--- src/rtl/rwk_pkg.sv ---
package rwk_pkg;

  typedef enum logic [3:0] {
    ST_IDLE    = 4'd0,
    ST_POLL    = 4'd1,
    ST_FREE    = 4'd2,
    ST_SETTLE  = 4'd3,
    ST_CLEAR   = 4'd4,
    ST_SOFW    = 4'd5,
    ST_POST    = 4'd6,
    ST_SE0     = 4'd7,
    ST_OVR_OFF = 4'd8,
    ST_FIN     = 4'd9
  } rwk_state_e;

  typedef struct packed {
    logic arm_full;
    logic arm_low;
    logic se0_on;
    logic ovr_off;
    logic pd_off;
  } rwk_line_cmd_t;

endpackage

--- src/rtl/rwk_us_timer.sv ---
module rwk_us_timer #(
  parameter int CW = 4
) (
  input  logic          clk,
  input  logic          rst_n,
  input  logic          clr_i,
  input  logic          tick_i,
  input  logic [CW-1:0] lim_i,
  output logic          hit_o
);

  logic [CW-1:0] cnt_q;
  logic [CW-1:0] cnt_d;

  always_comb begin
    cnt_d = cnt_q;
    if (clr_i) begin
      cnt_d = '0;
    end else if (tick_i) begin
      cnt_d = cnt_q + CW'(1);
    end
  end

  always_ff @(posedge clk or negedge rst_n) begin
    if (!rst_n) begin
      cnt_q <= '0;
    end else begin
      cnt_q <= cnt_d;
    end
  end

  assign hit_o = tick_i && (cnt_q == (lim_i - CW'(1)));


  cnt_in_window_chk: assert property (@(posedge clk) disable iff (!rst_n)
    cnt_q < lim_i);

endmodule

--- src/rtl/rwk_line_ovr.sv ---
module rwk_line_ovr
  import rwk_pkg::*;
(
  input  logic          clk,
  input  logic          rst_n,
  input  rwk_line_cmd_t cmd_i,
  output logic          ovr_o,
  output logic          se0_o,
  output logic          pd_o
);

  logic ovr_q, se0_q, pd_q;
  logic ovr_d, se0_d, pd_d;

  always_comb begin
    ovr_d = ovr_q;
    se0_d = se0_q;
    pd_d  = pd_q;
    if (cmd_i.arm_full) begin
      ovr_d = 1'b1;
      pd_d  = 1'b1;
      se0_d = 1'b0;
    end
    if (cmd_i.arm_low) begin
      se0_d = 1'b0;
    end
    if (cmd_i.se0_on) begin
      se0_d = 1'b1;
    end
    if (cmd_i.ovr_off) begin
      ovr_d = 1'b0;
      se0_d = 1'b0;
    end
    if (cmd_i.pd_off) begin
      pd_d = 1'b0;
    end
  end

  always_ff @(posedge clk or negedge rst_n) begin
    if (!rst_n) begin
      ovr_q <= 1'b0;
      se0_q <= 1'b0;
      pd_q  <= 1'b0;
    end else begin
      ovr_q <= ovr_d;
      se0_q <= se0_d;
      pd_q  <= pd_d;
    end
  end

  assign ovr_o = ovr_q;
  assign se0_o = se0_q;
  assign pd_o  = pd_q;


  se0_needs_ovr_chk: assert property (@(posedge clk) disable iff (!rst_n)
    se0_q |-> ovr_q);


  pd_after_ovr_chk: assert property (@(posedge clk) disable iff (!rst_n)
    $fell(ovr_q) |-> pd_q);

endmodule

--- src/rtl/rwk_seq_fsm.sv ---
module rwk_seq_fsm
  import rwk_pkg::*;
#(
  parameter int RES_POLLS   = 3000,
  parameter int SETTLE_US   = 25000,
  parameter int SOF_WAIT_US = 1000,
  parameter int SE0_US      = 3,
  parameter int CW          = 15
) (
  input  logic          clk,
  input  logic          rst_n,
  input  logic          wake_set_i,
  input  logic          go_i,
  input  logic          low_speed_i,
  input  logic          port_resume_i,
  input  logic          sof_seen_i,
  input  logic          usec_tick_i,
  input  logic          hit_i,
  input  logic          ovr_i,
  output logic          cnt_clr_o,
  output logic [CW-1:0] lim_o,
  output rwk_line_cmd_t cmd_o,
  output logic          pad_release_o,
  output logic          clr_pchg_o,
  output logic          clr_sof_o,
  output logic          done_o,
  output logic          wake_flag_o,
  output logic          resume_to_o,
  output logic          sof_to_o
);

  rwk_state_e st_q, st_d;
  logic flag_q, flag_d;
  logic res_to_q, res_to_d;
  logic sof_to_q, sof_to_d;
  logic run;

  always_comb begin
    st_d     = st_q;
    flag_d   = flag_q;
    res_to_d = res_to_q;
    sof_to_d = sof_to_q;
    cmd_o    = '0;
    lim_o    = CW'(1);
    run      = 1'b0;
    unique case (st_q)
      ST_IDLE: begin
        if (go_i) begin
          if (flag_q) begin
            st_d     = ST_POLL;
            res_to_d = 1'b0;
            sof_to_d = 1'b0;
            if (low_speed_i) begin
              cmd_o.arm_low = 1'b1;
            end else begin
              cmd_o.arm_full = 1'b1;
            end
          end else begin
            st_d = ST_FIN;
          end
        end
      end
      ST_POLL: begin
        run   = 1'b1;
        lim_o = CW'(RES_POLLS);
        if (usec_tick_i && port_resume_i) begin
          st_d = ST_FREE;
        end else if (hit_i) begin
          res_to_d = 1'b1;
          st_d     = ST_FIN;
        end
      end
      ST_FREE: begin
        st_d = ST_SETTLE;
      end
      ST_SETTLE: begin
        run   = 1'b1;
        lim_o = CW'(SETTLE_US);
        if (hit_i) begin
          st_d = ST_CLEAR;
        end
      end
      ST_CLEAR: begin
        st_d = ST_SOFW;
      end
      ST_SOFW: begin
        run   = 1'b1;
        lim_o = CW'(SOF_WAIT_US);
        if (usec_tick_i && sof_seen_i) begin
          st_d = ST_POST;
        end else if (hit_i) begin
          sof_to_d = 1'b1;
          st_d     = ST_POST;
        end
      end
      ST_POST: begin
        if (ovr_i) begin
          cmd_o.se0_on = 1'b1;
          st_d         = ST_SE0;
        end else begin
          st_d = ST_FIN;
        end
      end
      ST_SE0: begin
        run   = 1'b1;
        lim_o = CW'(SE0_US);
        if (hit_i) begin
          cmd_o.ovr_off = 1'b1;
          st_d          = ST_OVR_OFF;
        end
      end
      ST_OVR_OFF: begin
        cmd_o.pd_off = 1'b1;
        st_d         = ST_FIN;
      end
      ST_FIN: begin
        flag_d = 1'b0;
        st_d   = ST_IDLE;
      end
      default: begin
        st_d = ST_IDLE;
      end
    endcase
    if (wake_set_i) begin
      flag_d = 1'b1;
    end
    cnt_clr_o = !run || (st_d != st_q);
  end

  always_ff @(posedge clk or negedge rst_n) begin
    if (!rst_n) begin
      st_q     <= ST_IDLE;
      flag_q   <= 1'b0;
      res_to_q <= 1'b0;
      sof_to_q <= 1'b0;
    end else begin
      st_q     <= st_d;
      flag_q   <= flag_d;
      res_to_q <= res_to_d;
      sof_to_q <= sof_to_d;
    end
  end

  assign pad_release_o = (st_q == ST_FREE);
  assign clr_pchg_o    = (st_q == ST_CLEAR);
  assign clr_sof_o     = (st_q == ST_CLEAR);
  assign done_o        = (st_q == ST_FIN);
  assign wake_flag_o   = flag_q;
  assign resume_to_o   = res_to_q;
  assign sof_to_o      = sof_to_q;


  noflag_quick_done_chk: assert property (@(posedge clk) disable iff (!rst_n)
    (st_q == ST_IDLE && go_i && !flag_q) |=> done_o);


  abort_ends_chk: assert property (@(posedge clk) disable iff (!rst_n)
    $rose(res_to_q) |-> done_o);


  release_single_chk: assert property (@(posedge clk) disable iff (!rst_n)
    pad_release_o |=> !pad_release_o);


  clear_single_chk: assert property (@(posedge clk) disable iff (!rst_n)
    clr_pchg_o |=> !clr_pchg_o);


  sof_to_post_chk: assert property (@(posedge clk) disable iff (!rst_n)
    $rose(sof_to_q) |-> (st_q == ST_POST));


  flag_drop_chk: assert property (@(posedge clk) disable iff (!rst_n)
    (done_o && !wake_set_i) |=> !wake_flag_o);

endmodule

--- src/rtl/rwk_resume_seq.sv ---
module rwk_resume_seq
  import rwk_pkg::*;
#(
  parameter int RES_POLLS   = 3000,
  parameter int SETTLE_US   = 25000,
  parameter int SOF_WAIT_US = 1000,
  parameter int SE0_US      = 3
) (
  input  logic clk,
  input  logic rst_n,
  input  logic wake_set_i,
  input  logic go_i,
  input  logic low_speed_i,
  input  logic port_resume_i,
  input  logic sof_seen_i,
  input  logic usec_tick_i,
  output logic pad_release_o,
  output logic clr_pchg_o,
  output logic clr_sof_o,
  output logic obs_ovr_o,
  output logic obs_se0_o,
  output logic pulldn_o,
  output logic done_o,
  output logic wake_flag_o,
  output logic resume_to_o,
  output logic sof_to_o
);

  localparam int MAX_A = (RES_POLLS > SETTLE_US) ? RES_POLLS : SETTLE_US;
  localparam int MAX_B = (SOF_WAIT_US > SE0_US) ? SOF_WAIT_US : SE0_US;
  localparam int MAX_L = (MAX_A > MAX_B) ? MAX_A : MAX_B;
  localparam int CW    = $clog2(MAX_L + 1);

  logic          cnt_clr;
  logic [CW-1:0] lim;
  logic          hit;
  rwk_line_cmd_t line_cmd;

  rwk_us_timer #(.CW(CW)) u_timer (
    .clk    (clk),
    .rst_n  (rst_n),
    .clr_i  (cnt_clr),
    .tick_i (usec_tick_i),
    .lim_i  (lim),
    .hit_o  (hit)
  );

  rwk_line_ovr u_line (
    .clk   (clk),
    .rst_n (rst_n),
    .cmd_i (line_cmd),
    .ovr_o (obs_ovr_o),
    .se0_o (obs_se0_o),
    .pd_o  (pulldn_o)
  );

  rwk_seq_fsm #(
    .RES_POLLS   (RES_POLLS),
    .SETTLE_US   (SETTLE_US),
    .SOF_WAIT_US (SOF_WAIT_US),
    .SE0_US      (SE0_US),
    .CW          (CW)
  ) u_fsm (
    .clk           (clk),
    .rst_n         (rst_n),
    .wake_set_i    (wake_set_i),
    .go_i          (go_i),
    .low_speed_i   (low_speed_i),
    .port_resume_i (port_resume_i),
    .sof_seen_i    (sof_seen_i),
    .usec_tick_i   (usec_tick_i),
    .hit_i         (hit),
    .ovr_i         (obs_ovr_o),
    .cnt_clr_o     (cnt_clr),
    .lim_o         (lim),
    .cmd_o         (line_cmd),
    .pad_release_o (pad_release_o),
    .clr_pchg_o    (clr_pchg_o),
    .clr_sof_o     (clr_sof_o),
    .done_o        (done_o),
    .wake_flag_o   (wake_flag_o),
    .resume_to_o   (resume_to_o),
    .sof_to_o      (sof_to_o)
  );

endmodule

--- config.mk ---
export PLATFORM = sky130hd
export DESIGN_NAME = rwk_resume_seq
export DESIGN_NICKNAME = d
export VERILOG_FILES = /design/src/rtl/rwk_pkg.sv /design/src/rtl/rwk_us_timer.sv /design/src/rtl/rwk_line_ovr.sv /design/src/rtl/rwk_seq_fsm.sv /design/src/rtl/rwk_resume_seq.sv
export SDC_FILE = /design/constraint.sdc
export NUM_CORES = 1
export LEC_CHECK = 0
export ABC_AREA = 1
export BUFFER_PORTS_ARGS = -buffer_cell sky130_fd_sc_hd__buf_2
export CORE_UTILIZATION = 55
export CTS_CLUSTER_SIZE = 16
export DETAILED_ROUTE_END_ITERATION = 6
export PLACE_DENSITY = 0.74
export SYNTH_ARGS = -nofsm -noshare
export SYNTH_HDL_FRONTEND = slang
export SYNTH_HIERARCHICAL = 1
export SYNTH_SLANG_ARGS = --single-unit
--- constraint.sdc ---
create_clock -name clk -period 10.9 [get_ports clk]
set_input_delay 2.18 -clock clk [delete_from_list [all_inputs] [get_ports clk]]
set_output_delay 2.18 -clock clk [all_outputs]
set_load 0.01 [all_outputs]
==> results.json <==
{
  "wl_per_cell_um": 12.4,
  "row_count": 22,
  "final-setup-viol-count": 0,
  "finalHoldViolCount": 0,
  "nets": 377,
  "initial_core_util": 0.581,
  "hpwl_mm": 4.16,
  "slew_viol_final": 0,
  "overflow": 0,
  "worst_slew_pin_slew_ns": 0.842,
  "period_share": 0.431,
  "power_frac_seq": 0.259,
  "clock_skew_ns": 0.00575,
  "globalplace.congestion": 0.962,
  "vias": 2169,
  "cts.clk_slew.worst_paths_ns": 0.09,
  "clock_path_buffers": 2,
  "vdd_drop_max_mv": 0.127,
  "crit_path_end_kind": "register",
  "hold_path.class": "reg -> reg",
  "rsz0062_at_grt": "no",
  "die_h_um": 64.7,
  "p_leak_uw": 0.00124,
  "cts_resized": 0,
  "cts_setup_buffers": 0,
  "syn_inst": 354,
  "portBuffers": 17,
  "max_freq_ghz": 0.213,
  "track_usage": 0.273,
  "root_buffer": "clkbuf_8",
  "whs_ns": 0.492,
  "die_area_um2": 4180,
  "slew_headroom": 0.437,
  "netSwitchingFraction": 0.518,
  "cp_max_fo": 7,
  "seq_area_frac_synth": 0.290,
  "fin_ws_ns": 6.20,
  "combPwrFrac": 0.607,
  "hold_buffers": 0,
  "total_power_uw": 429,
  "ys_types": 27,
  "cp.arrival_ns": 4.85,
  "clock_power_share": 0.135,
  "place_ws_ns": 5.98,
  "ys_ff_latch": 25,
  "cap_violations": 0,
  "synth.avg_cell_area_um2": 6.10,
  "dpl.cell_count": 410,
  "core_um2": 3720,
  "critPathRequiredTime_ns": 11.05,
  "outcome": "finished, final reports clean",
  "final_cell_mix": "95 x nand2_1, 61 x inv_1, 58 x nor2_1",
  "die_width_um": 64.7,
  "clock_latency_ns": 0.27,
  "clock_sinks": 25,
  "ant_nets": 0,
  "drt-pass1-iter-count": 6,
  "grt_pass1_wl_mm": 8.85,
  "cts_buffers": 3,
  "fin_crit_ns": 4.70,
  "p_switching_uw": 222,
  "fin_tns_setup_ns": 0,
  "drc": 0,
  "via_per_inst": 5.24,
  "ctsHtreeMaxLevel": 1,
  "layout-drive-gt1-share": 0.0902,
  "flow.area_growth_from_synthesis_pct": 5.79,
  "grt_max_degree": 26,
  "drt-initial-drc-count": 269,
  "cts_tree": "yes",
  "power_density_nw_per_um2": 188,
  "fin_cells": 414,
  "synth_area_um2": 2160,
  "worstSetupStartpointType": "input port",
  "final_common_cell": "nand2_1",
  "diodes": 0,
  "ioPinCount": 18,
  "internal_power_uw": 207,
  "antenna_found_initial": 0,
  "critPathKind": "in -> reg",
  "grt_pass1_vias": 1987,
  "synth_warnings": 6,
  "wirelength_mm": 5.12,
  "fillers": 368
}
[power groups by stage]
stage          clock [uW]  combinational [uW]  sequential (uW)
2_1_floorplan           0                 219              111
3_3_place_gp            0                 256              113
3_5_place_dp            0                 257              112
4_1_cts              60.5                 258              110
5_1_grt              63.8                 301              112
6_report             57.7                 260              111
[final cells by class]
| class | instances | area, um^2 | area share |
|---|---|---|---|
| Tap cell | 48 | 60.1 | 0.0263 |
| Clock inverter | 1 | 8.76 | 0.00383 |
| Multi-Input combinational cell | 259 | 1230 | 0.541 |
| Inverter | 61 | 229 | 0.100 |
| Sequential cell | 25 | 626 | 0.274 |
| Clock buffer | 3 | 41.3 | 0.0181 |
| Timing Repair Buffer | 17 | 85.1 | 0.0372 |
[registers in the layout, indices dropped and copies added (netlist names)]
signal             cells
u_timer/cnt_q         15
u_fsm/st_q             4
u_fsm/resume_to_o      1
u_fsm/sof_to_o         1
u_fsm/wake_flag_o      1
u_line/ovr_o           1
u_line/pd_o            1
u_line/se0_o           1
[worst paths after layout]
kind / cells past startpoint / slack (ns) / start / end
worst max-delay path: 22 / 6.20 / usec_tick_i / u_timer/cnt_q[9]$_DFFE_PN0P_
worst min-delay path: 2 / 0.49 / u_fsm/sof_to_o$_DFFE_PN0P_ / u_fsm/sof_to_o$_DFFE_PN0P_
worst max register to register: 27 / 6.31 / u_fsm/st_q[0]$_DFF_PN0_ / u_timer/cnt_q[9]$_DFFE_PN0P_
worst min register to register: 2 / 0.49 / u_fsm/sof_to_o$_DFFE_PN0P_ / u_fsm/sof_to_o$_DFFE_PN0P_
max in group asynchronous: 1 / 8.63 / rst_n / u_fsm/st_q[0]$_DFF_PN0_
min in group asynchronous: 1 / 1.90 / rst_n / u_timer/cnt_q[10]$_DFFE_PN0P_
[cells in the mapped netlist]
cell      count  area [um^2]
a21oi_1      12         60.1
a211oi_1      2         15.0
nor2_4        1         11.3
nor2_8        1         20.0
inv_1        61          229
nand2_1      95          357
nand4_1       9         56.3
nand2_2       2         12.5
clkbuf_2      1         5.00
nor2_1       58          218
xnor2_1       6         52.6
nor2_2        3         18.8
nand3_1      33          165
o21ai_0      11         55.1
nand3_2       1         10.0
dfrtp_1      25          626
xor2_1        3         26.3
buf_4         9         67.6
o21ai_1       4         20.0
o21bai_1      1         7.51
nor3_4        2         32.5
nor3_2        1         10.0
nand2_4       1         11.3
ha_1          2         25.0
buf_2         1         5.00
conb_1        1         3.75
nor3_1        8         40.0
[per-stage QoR]
stage                util  area (um^2)
floorplan               -         2170
global placement    0.601         2230
detailed placement  0.601         2230
CTS                 0.615         2280
global route        0.615         2280
finish              0.615         2280
[cells by family (layout without fill, tap and decap cells)]
family / Yosys count / count (layout) / share of synthesized area
adder cells (fa/ha/maj): 2 / 2 / 0.0116
AO/OA/AOI/OAI: 30 / 30 / 0.0730
other: 1 / 3 / 0.00174
flip-flops: 25 / 25 / 0.290
buffers and inverters: 72 / 82 / 0.142
XOR/XNOR: 9 / 9 / 0.0365
AND/OR/NAND/NOR: 215 / 215 / 0.446
[layer usage]
| layer | share of wire | track usage |
|---|---|---|
| met1 | 0.46 | 0.371 |
| met5 | 0 | 0 |
| met3 | 0.060 | 0.0528 |
| met4 | 0.0047 | 0.0417 |
| met2 | 0.47 | 0.458 |
[worst max-delay path, cell delays in order]
cell and delay [ns]:
buf_2 0.16, nand2_1 0.07, nor2_1 0.08, nand2_1 0.06, a21oi_1 0.11, nand3_1 0.08
nor2_1 0.10, nand3_1 0.07, nor2_1 0.31, nor2_1 0.12, nor2_1 0.12, nand2_1 0.08
nand3_1 0.14, nor2_1 0.06, nand3_1 0.22, nor2_2 0.14, nor3_4 0.18, nand2_2 0.10
nor2_2 0.13, nand2_2 0.08, nor3_1 0.16, nor3_1 0.07
No activity file was read; power rests on OpenSTA's default activity.
